### config.mk
export PLATFORM = sky130hd
export DESIGN_NAME = iofrz_seq
export DESIGN_NICKNAME = d
export VERILOG_FILES = /design/src/rtl/iofrz_pkg.sv /design/src/rtl/iofrz_gap_timer.sv /design/src/rtl/iofrz_step_ctrl.sv /design/src/rtl/iofrz_chan_bank.sv /design/src/rtl/iofrz_seq.sv
export SDC_FILE = /design/constraint.sdc
export NUM_CORES = 1
export LEC_CHECK = 0
export BUFFER_PORTS_ARGS = -buffer_cell sky130_fd_sc_hd__buf_2
export CORE_MARGIN = 2
export CORE_UTILIZATION = 30
export CTS_BUF_LIST = sky130_fd_sc_hd__clkbuf_4 sky130_fd_sc_hd__clkbuf_8 sky130_fd_sc_hd__clkbuf_16
export CTS_CLUSTER_DIAMETER = 40
export DETAILED_ROUTE_END_ITERATION = 10
export SETUP_SLACK_MARGIN = 0.1
export SYNTH_ARGS = -nofsm -noshare
export SYNTH_HDL_FRONTEND = slang
export SYNTH_SLANG_ARGS = --single-unit
### constraint.sdc
create_clock -name clk -period 1.93 [get_ports clk]
set_input_delay 0.2895 -clock clk [delete_from_list [all_inputs] [get_ports clk]]
set_output_delay 0.2895 -clock clk [all_outputs]
set_load 0.02 [all_outputs]
### src/rtl/iofrz_pkg.sv
// Shared types and step tables for the IO freeze/thaw sequencer.
// Assumes five active-low control lines per channel at fixed bit positions.
package iofrz_pkg;

    localparam int CTL_W  = 5;
    localparam int B_SLEW = 4;
    localparam int B_PULL = 3;
    localparam int B_TRI  = 2;
    localparam int B_HOLD = 1;
    localparam int B_DONE = 0;

    typedef logic [CTL_W-1:0] ctl_t;
    typedef logic [1:0]       step_t;

    typedef enum logic {
        OP_FREEZE = 1'b0,
        OP_THAW   = 1'b1
    } op_e;

    // Lines touched by step n of a sequence (cleared on freeze, set on thaw)
    function automatic ctl_t step_mask(op_e op, step_t n);
        ctl_t m;
        m = '0;
        if (op == OP_FREEZE) begin
            case (n)
                2'd0: begin m[B_SLEW] = 1'b1; m[B_PULL] = 1'b1; m[B_TRI] = 1'b1; end
                2'd1: begin m[B_HOLD] = 1'b1; m[B_DONE] = 1'b1; end
                default: m = '0;
            endcase
        end else begin
            case (n)
                2'd0: begin m[B_HOLD] = 1'b1; m[B_DONE] = 1'b1; end
                2'd1: begin m[B_PULL] = 1'b1; m[B_TRI] = 1'b1; end
                2'd2: m[B_SLEW] = 1'b1;
                default: m = '0;
            endcase
        end
        return m;
    endfunction

    // Index of the final step for a direction
    function automatic step_t last_step(op_e op);
        return (op == OP_FREEZE) ? 2'd1 : 2'd2;
    endfunction

endpackage

### src/rtl/iofrz_gap_timer.sv
// Down-counter that spaces consecutive steps by GAP_CYC cycles.
// Assumes load is pulsed on each step that is not the last; expired is high
// once GAP_CYC-1 decrements have elapsed (and while idle).
module iofrz_gap_timer #(
    parameter int GAP_CYC = 5,
    parameter int CNT_W   = 3
) (
    input  logic clk,
    input  logic rst_n,
    input  logic load,
    output logic expired
);

    localparam logic [CNT_W-1:0] RELOAD = CNT_W'(GAP_CYC - 1);

    logic [CNT_W-1:0] cnt_q;

    // Reload on a step, otherwise count down to zero and hold
    always_ff @(posedge clk) begin
        if (!rst_n) begin
            cnt_q <= '0;
        end else if (load) begin
            cnt_q <= RELOAD;
        end else if (cnt_q != '0) begin
            cnt_q <= cnt_q - 1'b1;
        end
    end

    assign expired = (cnt_q == '0);

endmodule

### src/rtl/iofrz_step_ctrl.sv
// Request acceptance and step sequencing for one sequence at a time.
// Assumes the gap timer reports expiry; emits a step strobe with its number,
// direction and channel, the first step in the same cycle as acceptance.
module iofrz_step_ctrl
    import iofrz_pkg::*;
#(
    parameter int NUM_CHAN = 3,
    parameter int IDX_W    = 3
) (
    input  logic             clk,
    input  logic             rst_n,
    input  logic             req_valid,
    input  logic             req_thaw,
    input  logic [IDX_W-1:0] req_chan,
    input  logic             gap_expired,
    output logic             busy,
    output logic             req_ack,
    output logic             req_err,
    output logic             src_sel,
    output logic             tmr_load,
    output logic             step_fire,
    output op_e              step_op,
    output step_t            step_num,
    output logic [IDX_W-1:0] step_chan,
    output logic             step_last
);

    localparam logic [IDX_W-1:0] CHAN_LIM = IDX_W'(NUM_CHAN);

    logic             busy_q;
    logic             ack_q;
    logic             err_q;
    logic             src_q;
    op_e              op_q;
    step_t            num_q;
    logic [IDX_W-1:0] chan_q;

    logic accept;
    logic reject;
    logic advance;

    // Classify an incoming request against busy state and index range
    always_comb begin
        accept  = req_valid && !busy_q && (req_chan < CHAN_LIM);
        reject  = req_valid && !busy_q && !(req_chan < CHAN_LIM);
        advance = busy_q && gap_expired;
    end

    // Describe the step that fires this cycle, if any
    always_comb begin
        step_fire = accept || advance;
        step_op   = accept ? op_e'(req_thaw) : op_q;
        step_num  = accept ? 2'd0 : step_t'(num_q + 2'd1);
        step_chan = accept ? req_chan : chan_q;
        step_last = (step_num == last_step(step_op));
        tmr_load  = step_fire && !step_last;
    end

    // Sequence state: busy flag, current step, latched direction and channel
    always_ff @(posedge clk) begin
        if (!rst_n) begin
            busy_q <= 1'b0;
            num_q  <= 2'd0;
            op_q   <= OP_FREEZE;
            chan_q <= '0;
        end else begin
            if (step_fire) begin
                busy_q <= !step_last;
                num_q  <= step_num;
            end
            if (accept) begin
                op_q   <= op_e'(req_thaw);
                chan_q <= req_chan;
            end
        end
    end

    // Handshake pulses and freeze-source select
    always_ff @(posedge clk) begin
        if (!rst_n) begin
            ack_q <= 1'b0;
            err_q <= 1'b0;
            src_q <= 1'b1;
        end else begin
            ack_q <= accept;
            err_q <= reject;
            if (accept) begin
                src_q <= 1'b0;
            end
        end
    end

    assign busy    = busy_q;
    assign req_ack = ack_q;
    assign req_err = err_q;
    assign src_sel = src_q;

endmodule

### src/rtl/iofrz_chan_bank.sv
// Per-channel control-line and status registers.
// Assumes at most one step strobe per cycle; only the addressed channel
// applies the step mask, clearing lines on freeze and setting them on thaw.
module iofrz_chan_bank
    import iofrz_pkg::*;
#(
    parameter int NUM_CHAN = 3,
    parameter int IDX_W    = 3
) (
    input  logic                      clk,
    input  logic                      rst_n,
    input  logic                      step_fire,
    input  op_e                       step_op,
    input  step_t                     step_num,
    input  logic [IDX_W-1:0]          step_chan,
    input  logic                      step_last,
    output logic [NUM_CHAN*CTL_W-1:0] io_ctrl,
    output logic [NUM_CHAN-1:0]       chan_frozen
);

    ctl_t mask;

    assign mask = step_mask(step_op, step_num);

    for (genvar i = 0; i < NUM_CHAN; i++) begin : g_ch
        logic hit;
        ctl_t ctl_q;
        logic frz_q;

        assign hit = step_fire && (step_chan == IDX_W'(i));

        // Apply the step mask and update status on the final step
        always_ff @(posedge clk) begin
            if (!rst_n) begin
                ctl_q <= '0;
                frz_q <= 1'b1;
            end else if (hit) begin
                if (step_op == OP_THAW) begin
                    ctl_q <= ctl_q | mask;
                end else begin
                    ctl_q <= ctl_q & ~mask;
                end
                if (step_last) begin
                    frz_q <= (step_op == OP_FREEZE);
                end
            end
        end

        assign io_ctrl[i*CTL_W +: CTL_W] = ctl_q;
        assign chan_frozen[i]            = frz_q;
    end

endmodule

### src/rtl/iofrz_seq.sv
// IO bank freeze/thaw sequencer top level.
// Converts the minimum step spacing from ns to cycles (rounded up), accepts
// one request at a time and drives five active-low lines per channel.
module iofrz_seq
    import iofrz_pkg::*;
#(
    parameter int NUM_CHAN   = 3,
    parameter int IDX_W      = 3,
    parameter int CLK_MHZ    = 250,
    parameter int MIN_GAP_NS = 20
) (
    input  logic                      clk,
    input  logic                      rst_n,
    input  logic                      req_valid,
    input  logic                      req_thaw,
    input  logic [IDX_W-1:0]          req_chan,
    output logic                      req_ack,
    output logic                      req_err,
    output logic                      busy,
    output logic                      src_sel,
    output logic [NUM_CHAN-1:0]       chan_frozen,
    output logic [NUM_CHAN*CTL_W-1:0] io_ctrl
);

    localparam int GAP_RAW = (MIN_GAP_NS * CLK_MHZ + 999) / 1000;
    localparam int GAP_CYC = (GAP_RAW < 1) ? 1 : GAP_RAW;
    localparam int CNT_W   = $clog2(GAP_CYC + 1);

    logic             gap_expired;
    logic             tmr_load;
    logic             step_fire;
    op_e              step_op;
    step_t            step_num;
    logic [IDX_W-1:0] step_chan;
    logic             step_last;

    iofrz_step_ctrl #(
        .NUM_CHAN (NUM_CHAN),
        .IDX_W    (IDX_W)
    ) u_ctrl (
        .clk         (clk),
        .rst_n       (rst_n),
        .req_valid   (req_valid),
        .req_thaw    (req_thaw),
        .req_chan    (req_chan),
        .gap_expired (gap_expired),
        .busy        (busy),
        .req_ack     (req_ack),
        .req_err     (req_err),
        .src_sel     (src_sel),
        .tmr_load    (tmr_load),
        .step_fire   (step_fire),
        .step_op     (step_op),
        .step_num    (step_num),
        .step_chan   (step_chan),
        .step_last   (step_last)
    );

    iofrz_gap_timer #(
        .GAP_CYC (GAP_CYC),
        .CNT_W   (CNT_W)
    ) u_timer (
        .clk     (clk),
        .rst_n   (rst_n),
        .load    (tmr_load),
        .expired (gap_expired)
    );

    iofrz_chan_bank #(
        .NUM_CHAN (NUM_CHAN),
        .IDX_W    (IDX_W)
    ) u_bank (
        .clk         (clk),
        .rst_n       (rst_n),
        .step_fire   (step_fire),
        .step_op     (step_op),
        .step_num    (step_num),
        .step_chan   (step_chan),
        .step_last   (step_last),
        .io_ctrl     (io_ctrl),
        .chan_frozen (chan_frozen)
    );

endmodule

==> out/metrics.yaml, run 1 <==
drtPass1Iterations: 6
die-area_um2: 4820
drtAntennaViolNets: 0
async_reset_ff_share_pct: 0
worstPathArrival_ps: 1940
drv_slew: 0
pwr-share-seq_pct: 45.7
reg2reg_from: "u_ctrl.busy"
hold_violations: 0
cp_slowest_cell: "or4b_1"
synth_cell_types: 39
critPathMaxFanout: 6
r2r_slack_ps: 150
whs_path_depth: 2
overflow: 0
p_leak_nw: 0.723
setup_ws_ps: 154
cts_tree: "done"
core-area_um2: 4060
swShare_pct: 31.2
clk_latency_ps: 270
skew_ps: 1.54
netlist_top_cells_area: "dfxtp_1 (39%), mux2i_1 (7.0%), buf_4 (5.3%)"
htreeDepth: 1
num_vias: 986
grt_use_total_pct: 11.1
rsz0062_at_grt: "no"
cts_buffers: 3
drive_above_1_share_pct: 36.8
syn_nets: 152
avgSynthCellArea_um2: 9.04
synthToLayoutAreaGrowth_pct: 17.2
pwr-share-comb_pct: 30.6
drc: 0
netlist_instances: 142
viasPerCell: 4.63
ys_ff_latch: 25
place_congestion: 0.807
crit_buf_inv: 1
synth_top_area_cell: "dfxtp_1"
critical_path_required_ps: 2090
synth_edf_count: 0
ir_drop_uv: 346
crit_type: "reg -> reg"
worstSetupStartpointType: "flop"
worstMarginPinSlew_ps: 386
die_h_um: 69.4
min-delay-start: "rst_n"
numPortBuffers: 28
synth_top_area_share_pct: 39.0
dpl_cell_area_um2: 1420
antenna_cells: 0
worst_hold_path.endpoint: "u_ctrl.src_sel"
wl_per_cell_um: 12.1
final.min_clock_period_ps: 1780
synth_area_um2: 1280
cts_max_path_buffers: 2
drt_iter0_markers: 13
wirelength_um: 2570
core.rowCount: 23
drv_cap: 0
place_ws_ps: 77.9
pwr-share-clk_pct: 23.7
final_nets: 174
grt_pass1_wl_um: 4400
ys_seq_area_share_pct: 39.0
crit_family: "simple AND/OR/NAND/NOR gates"
max-slew-margin-rel_pct: 73.9
dp_hpwl_um: 1930
path_cells: "or4b_1 > nand2_1 > a32oi_2 > buf_4 > o221a_2"
yosysMostFrequentCell: "dfxtp_1"
max_freq_ghz: 0.563
fin_area_um2: 1500
cpPeakStageDelay_ps: 580
antenna_found_initial: 0
power.total_mw: 1.29
crit_path_end_kind: "flop"
die_width_um: 69.4
power_density_nw_per_um2: 858
synth_flop_cell: "dfxtp_1"
clock-root-buffer: "clkbuf_8"
grt_max_degree: 15
grt_pass1_vias: 995
reg2regPathDepth: 5
power.switching_uw: 403
fillers: 430
min_path_type: "in -> reg"
yosysWarnings: 0
fin_crit_sh_pct: 92.0
finalSetupTns_ps: 0
p_int_uw: 887
synth_common_cells: "dfxtp_1 (25), nor2_1 (14), nand2_1 (13)"
ios: 29
setup_viol: 0
cts.sinks: 25
initial_utilization_pct: 31.6
status: "finished, final reports clean"
clkSlewWorstSetupHoldPaths_ps: 80
-- placed cells by master, fill, tap and decap left out, types with 5 or more instances in the layout --
| cell | synthesis | final |
|---|---|---|
| a21oi_1 | 5 | 5 |
| buf_2 | 0 | 28 |
| buf_4 | 9 | 7 |
| dfxtp_1 | 25 | 23 |
| inv_1 | 6 | 5 |
| mux2i_1 | 9 | 9 |
| nand2_1 | 13 | 12 |
| nor2_1 | 14 | 14 |
| nor2b_1 | 5 | 5 |
| o221a_2 | 5 | 5 |
-- per-layer routing --
| metal | vias up | wire [um] | global-route usage, % |
|---|---|---|---|
| met1 | 446 | 1310 | 14.5 |
| li1 | 516 | - | - |
| met2 | 19 | 1140 | 17.9 |
| met5 | - | 0 | 0 |
| met3 | 5 | 69 | 1.31 |
| met4 | 0 | 55 | 5.45 |
-- cell families (layout without fill, tap and decap cells) --
logic type | Yosys count | in the layout | share of synthesized area (%)
flip-flops | 25 | 25 | 39.0
AND/OR/NAND/NOR | 52 | 52 | 21.8
XOR/XNOR | 5 | 5 | 3.41
multiplexers | 10 | 10 | 8.19
AO/OA/AOI/OAI | 23 | 23 | 13.8
buffers and inverters | 24 | 45 | 10.8
adder cells (fa/ha/maj) | 3 | 3 | 2.92
-- area by class of cell --
| type | instances | area, um2 | area share, % |
|---|---|---|---|
| clock buffer | 3 | 41.3 | 2.75 |
| clock inverter | 1 | 5.00 | 0.333 |
| inverter | 6 | 22.5 | 1.50 |
| multi-input combinational | 93 | 677 | 45.0 |
| sequential | 25 | 503 | 33.4 |
| tap | 50 | 62.6 | 4.16 |
| timing repair buffer | 35 | 193 | 12.8 |
-- metrics by stage --
| step | hold WS [ps] | std cells | utilization (%) |
|---|---|---|---|
| 2_1_floorplan | 459 | 142 | - |
| 3_3_place_gp | 453 | 207 | 35.0 |
| 3_5_place_dp | 448 | 207 | 35.0 |
| 4_1_cts | 313 | 211 | 36.1 |
| 5_1_grt | 336 | 213 | 37.1 |
| 6_report | 315 | 213 | 37.1 |
-- power groups by stage --
stage	clock (mW)	sequential, mW	combinational [mW]
finish	0.306	0.589	0.395
detailed placement	0	0.599	0.379
floorplan	0	0.600	0.267
global route	0.334	0.597	0.442
global placement	0	0.599	0.373
CTS	0.320	0.587	0.384
-- worst reg2reg max path: stages, from the launching register on --
cell and delay (ps):
dfxtp_2 350, or4b_1 580, nand2_1 110, a32oi_2 180
buf_4 180, o221a_2 270
-- timing repair --
action,4_1_cts,5_1_grt
buffers inserted,0,2
gates resized for setup,0,7
endpoints found under the hold margin,0,0
endpoints found under the setup margin,0,10
hold buffers,0,0
-- worst max-delay path by stage --
stage                     endpoint              from  slack [ps]  depth (start not counted)
after floorplan               flop  u_timer.cnt_q[0]         130                          9
after global placement        flop       req_chan[2]         110                          5
after detailed placement      flop       req_chan[2]          80                          5
after CTS                     flop  u_timer.cnt_q[0]         110                          8
after global routing          flop  u_timer.cnt_q[0]         100                          8
final                         flop       u_ctrl.busy         150                          5
(Power assumes the default switching activity.)
==> run 2, diff against run 1 <==
SYNTH_HIERARCHICAL = 1   (was unset)
==> out/metrics.yaml, run 2 <==
initial_utilization_pct: 30.6
finalNonFillerCells: 220
drc: 0
core.rowCount: 24
fin_crit_sh_pct: 89.4
critPathMaxFanout: 7
num_vias: 1017
power_density_nw_per_um2: 814
overflow: 0
worstSetupStartpoint: "u_ctrl/busy"
reg2reg_from: "u_ctrl/busy"
synth_xor_area_share_pct: 3.33
grt_pass1_vias: 945
mostFrequentLayoutCell: "buf_2"
drive_above_1_share_pct: 39.9
postCtsHoldBufs: 0
core-area_um2: 4290
cts_tree: "done"
wirelength_um: 2490
cts_buffers: 3
rsz0062_at_grt: "no"
synth_top_area_share_pct: 38.1
netlist_instances: 139
die_h_um: 70.2
max-slew-margin-rel_pct: 73.0
place_ws_ps: -29.2
antenna_found_initial: 0
clock-root-buffer: "clkbuf_8"
ys_seq_area_share_pct: 38.1
p_leak_nw: 0.702
clkSlewWorstSetupHoldPaths_ps: 90
synth_compound_area_share_pct: 15.0
grt_max_degree: 28
yosysMostFrequentCell: "dfxtp_1"
wl_per_cell_um: 11.3
max_freq_ghz: 0.579
r2r_slack_ps: 200
setup_viol: 0
crit_path_end_kind: "flop"
min_path_type: "in -> reg"
antenna_cells: 0
numPortBuffers: 28
worstPathArrival_ps: 1890
syn_nets: 149
place_inst: 211
synth_flop_cell: "dfxtp_1"
synth_edf_count: 0
drv_cap: 0
final_cell_mix: "buf_2 (28), dfxtp_1 (23), a21oi_1 (13)"
skew_ps: 7.28
dp_hpwl_um: 1770
yosys.area_share.simple_pct: 25.5
grt_use_total_pct: 10.7
async_reset_ff_share_pct: 0
worstMarginPinSlew_ps: 404
cts_max_path_buffers: 2
synth_common_cells: "dfxtp_1 (25), a21oi_1 (13), o21ai_0 (11)"
min-delay-start: "req_thaw"
yosysWarnings: 6
synth_cell_types: 36
setup_ws_ps: 204
avgSynthCellArea_um2: 9.45
synth-adder-area-share_pct: 2.86
status: "finished, final reports clean"
final.min_clock_period_ps: 1730
cts.sinks: 25
final_nets: 179
viasPerCell: 4.62
die_width_um: 70.2
synth_mux_area_share_pct: 6.57
synth_top_area_cell: "dfxtp_1"
drtPass1Iterations: 4
place_congestion: 0.662
drtAntennaViolNets: 0
reg2regPathDepth: 7
synth_top_family_by_area: "simple AND/OR/NAND/NOR gates"
grt_pass1_wl_um: 4310
synthToLayoutAreaGrowth_pct: 19.1
ios: 29
die-area_um2: 4920
drv_slew: 0
hold_violations: 0
ys_ff_latch: 25
crit_type: "reg -> reg"
critical_path_required_ps: 2090
clk_latency_ps: 270
drt_iter0_markers: 70
htreeDepth: 1
netlist_top_cells_area: "dfxtp_1 (38%), nor3_2 (5.3%), buf_4 (5.1%)"
ir_drop_uv: 274
synth_area_um2: 1310
worstSetupStartpointType: "flop"
## run 2: cell count changes after synthesis, moves of 5 or more
cell,change
mux2i_1,-6
o21ai_0,+10
a21oi_1,+8
and3_1,+5
o221a_2,-5
nor2_1,-7
nor3_2,+7
## run 2: report_power, final
part	switching, mW	internal [mW]
Sequential	0.0219	0.555
Combinational	0.198	0.186
Clock	0.168	0.144
## run 2: repair_timing
action / in CTS / in global routing
pin swaps: 1 / 0
gates resized for setup: 0 / 5
setup buffers: 1 / 4
endpoints found under the setup margin: 3 / 4
## run 2: cell type report
cell class	count	area (um2)
clock inverter	1	5.00
fill	450	2730
tap	52	65.1
clock buffer	3	41.3
timing repair buffer	39	223
inverter	5	18.8
sequential	25	503
multi-input combinational	95	709
## run 2: worst min-delay path by stage
stage	end	slack [ps]	cells after the start
5_1_grt	u_ctrl/op_q	280	3
6_report	u_ctrl/op_q	280	3
3_5_place_dp	u_ctrl/chan_q[0]	450	2
4_1_cts	u_ctrl/busy	270	3
3_3_place_gp	u_ctrl/src_sel	450	2
2_1_floorplan	u_timer/cnt_q[2]	410	1
## run 2: per-layer routing
| metal | track usage (%) | up-vias | share of wire, % |
|---|---|---|---|
| met5 | 0 | - | 0 |
| met4 | 3.85 | 0 | 1.1 |
| met3 | 2.16 | 4 | 6.1 |
| met2 | 16.1 | 28 | 44 |
| met1 | 15.1 | 456 | 49 |
| li1 | - | 529 | - |
## run 2: worst max-delay path, cell delays in order (launching register included)
cell and delay, ps:
dfxtp_2 340, nor2b_4 150, nand2_4 90, mux2_4 330, nor4b_4 260, buf_4 180
and3b_1 210, nor3_2 60
## run 2: logic make-up after synthesis
group / after synthesis
AOI/OAI and AO/OA: 34
muxes: 7
and+or+nand+nor: 46
DFF: 25
buffers and inverters: 19
xor gates and xnor gates: 5
adders and majority gates: 3
## run 2: per-stage QoR
stage	power (mW)	area (um2)	util, %	hold slack [ps]	TNS (ps)
2_1_floorplan	0.846	1310	-	407	0
3_3_place_gp	0.946	1470	34.2	454	-3.76
3_5_place_dp	0.949	1470	34.2	455	-55.9
4_1_cts	1.27	1520	35.5	267	0
5_1_grt	1.37	1570	36.5	281	0
6_report	1.27	1570	36.5	277	0
==> run 3, diff against run 2 <==
SETUP_SLACK_MARGIN = 0.3   (was 0.1)
==> out/metrics.yaml, run 3 (synthesis results as in run 2) <==
status: "finished, final reports clean"
worstMarginPinSlew_ps: 428
power_density_nw_per_um2: 830
r2r_slack_ps: 230
reg2reg_from: "u_ctrl/busy"
cp_slowest_cell: "dfxtp_4"
critPathMaxFanout: 6
cts_tree: "done"
synthToLayoutAreaGrowth_pct: 23.0
worst_hold_path.endpoint: "u_ctrl/busy"
clk_latency_ps: 270
whs_path_depth: 3
drv_cap: 0
drtAntennaViolNets: 0
die_width_um: 70.2
core.rowCount: 24
busiest_layer: "met2"
grt_pass1_vias: 958
cts_buffers: 3
max-slew-margin-rel_pct: 71.5
initial_utilization_pct: 30.6
clkSlewWorstSetupHoldPaths_ps: 90
mostFrequentLayoutCell: "buf_2"
place_congestion: 0.739
skew_ps: 7.07
ir_drop_uv: 263
fin_crit_sh_pct: 88.0
reg2regPathDepth: 8
rsz0062_at_grt: "yes"
crit_family: "simple AND/OR/NAND/NOR gates"
clock-root-buffer: "clkbuf_8"
worstSetupStartpointType: "flop"
use_met3_pct: 2.74
cts_max_path_buffers: 2
power.total_mw: 1.34
drv_slew: 0
path_cells: "nor2b_4 > nand2_4 > mux2_4 > nor4b_4 > buf_4 > buf_6 > a21oi_2 > nor3_2"
final_nets: 181
die-area_um2: 4920
place_ws_ps: 31.3
drc: 0
min_path_type: "in -> reg"
max_freq_ghz: 0.589
antenna_found_initial: 0
setup_ws_ps: 232
whs_ps: 284
numPortBuffers: 28
critical_path_required_ps: 2140
num_vias: 1086
setup_viol: 0
crit_buf_inv: 2
cpPeakStageDelay_ps: 360
ios: 29
wl_per_cell_um: 12.4
overflow: 0
drtPass1Iterations: 4
wirelength_um: 2740
die_h_um: 70.2
cts.sinks: 25
place_inst: 211
grt_pass1_wl_um: 4330
grtUsageMet1_pct: 14.1
final.min_clock_period_ps: 1700
grt_max_degree: 28
htreeDepth: 1
dpl_cell_area_um2: 1480
finish.utilization_pct: 37.6
dp_hpwl_um: 1860
fin_area_um2: 1620
finalSetupTns_ps: 0
worstPathArrival_ps: 1900
crit_path_end_kind: "flop"
viasPerCell: 4.89
drive_above_1_share_pct: 46.5
antenna_cells: 0
grt_use_total_pct: 10.9
p_leak_nw: 0.716
drt_iter0_markers: 64
hold_violations: 0
crit_type: "reg -> reg"
core-area_um2: 4290
grtUsageMet2_pct: 17.5
min-delay-start: "req_valid"
finalNonFillerCells: 222
final_cell_mix: "buf_2 (28), dfxtp_1 (23), buf_4 (12)"
## run 3: cell types whose count changed in the layout (fill, tap and decap cells not counted), sizes merged
cell / change
buf: +2
clkinv: -1
inv: +1
## run 3: layout make-up
type	count	area [um2]
repair buffers	41	241
flip-flops and latches	25	505
fillers	438	2680
clock inverters	1	6.26
multi-input cells	95	738
well taps	52	65.1
clock buffers	3	41.3
inverters	5	18.8
## run 3: what timing repair did
item,in CTS,in global routing
pin swaps,3,8
setup endpoints to repair,12,13
hold buffers,0,0
gates resized for setup,6,8
buffers inserted,5,2
## run 3: worst max path at each step
stage	cells past startpoint	from	endpoint
floorplan	6	u_ctrl/busy	flop
global placement	7	req_chan[1]	flop
detailed placement	7	req_chan[1]	flop
CTS	7	u_ctrl/busy	flop
global route	10	u_timer/cnt_q[1]	flop
finish	8	u_ctrl/busy	flop
## run 3: power breakdown
part           switching (mW)  internal, mW  total, mW
clock network           0.172         0.147      0.319
logic                   0.223         0.220      0.443
registers              0.0234         0.555      0.578
## run 3: per-layer routing
layer | vias up | wire length, um
li1 | 538 | -
met1 | 526 | 1310
met2 | 20 | 1330
met3 | 2 | 89
met4 | 0 | 21
met5 | - | 0
## run 3: worst register-to-register path, cell delays in order, from the launching register on
cell	delay [ps]
dfxtp_4	360
nor2b_4	140
nand2_4	80
mux2_4	330
nor4b_4	240
buf_4	180
buf_6	100
a21oi_2	40
nor3_2	160
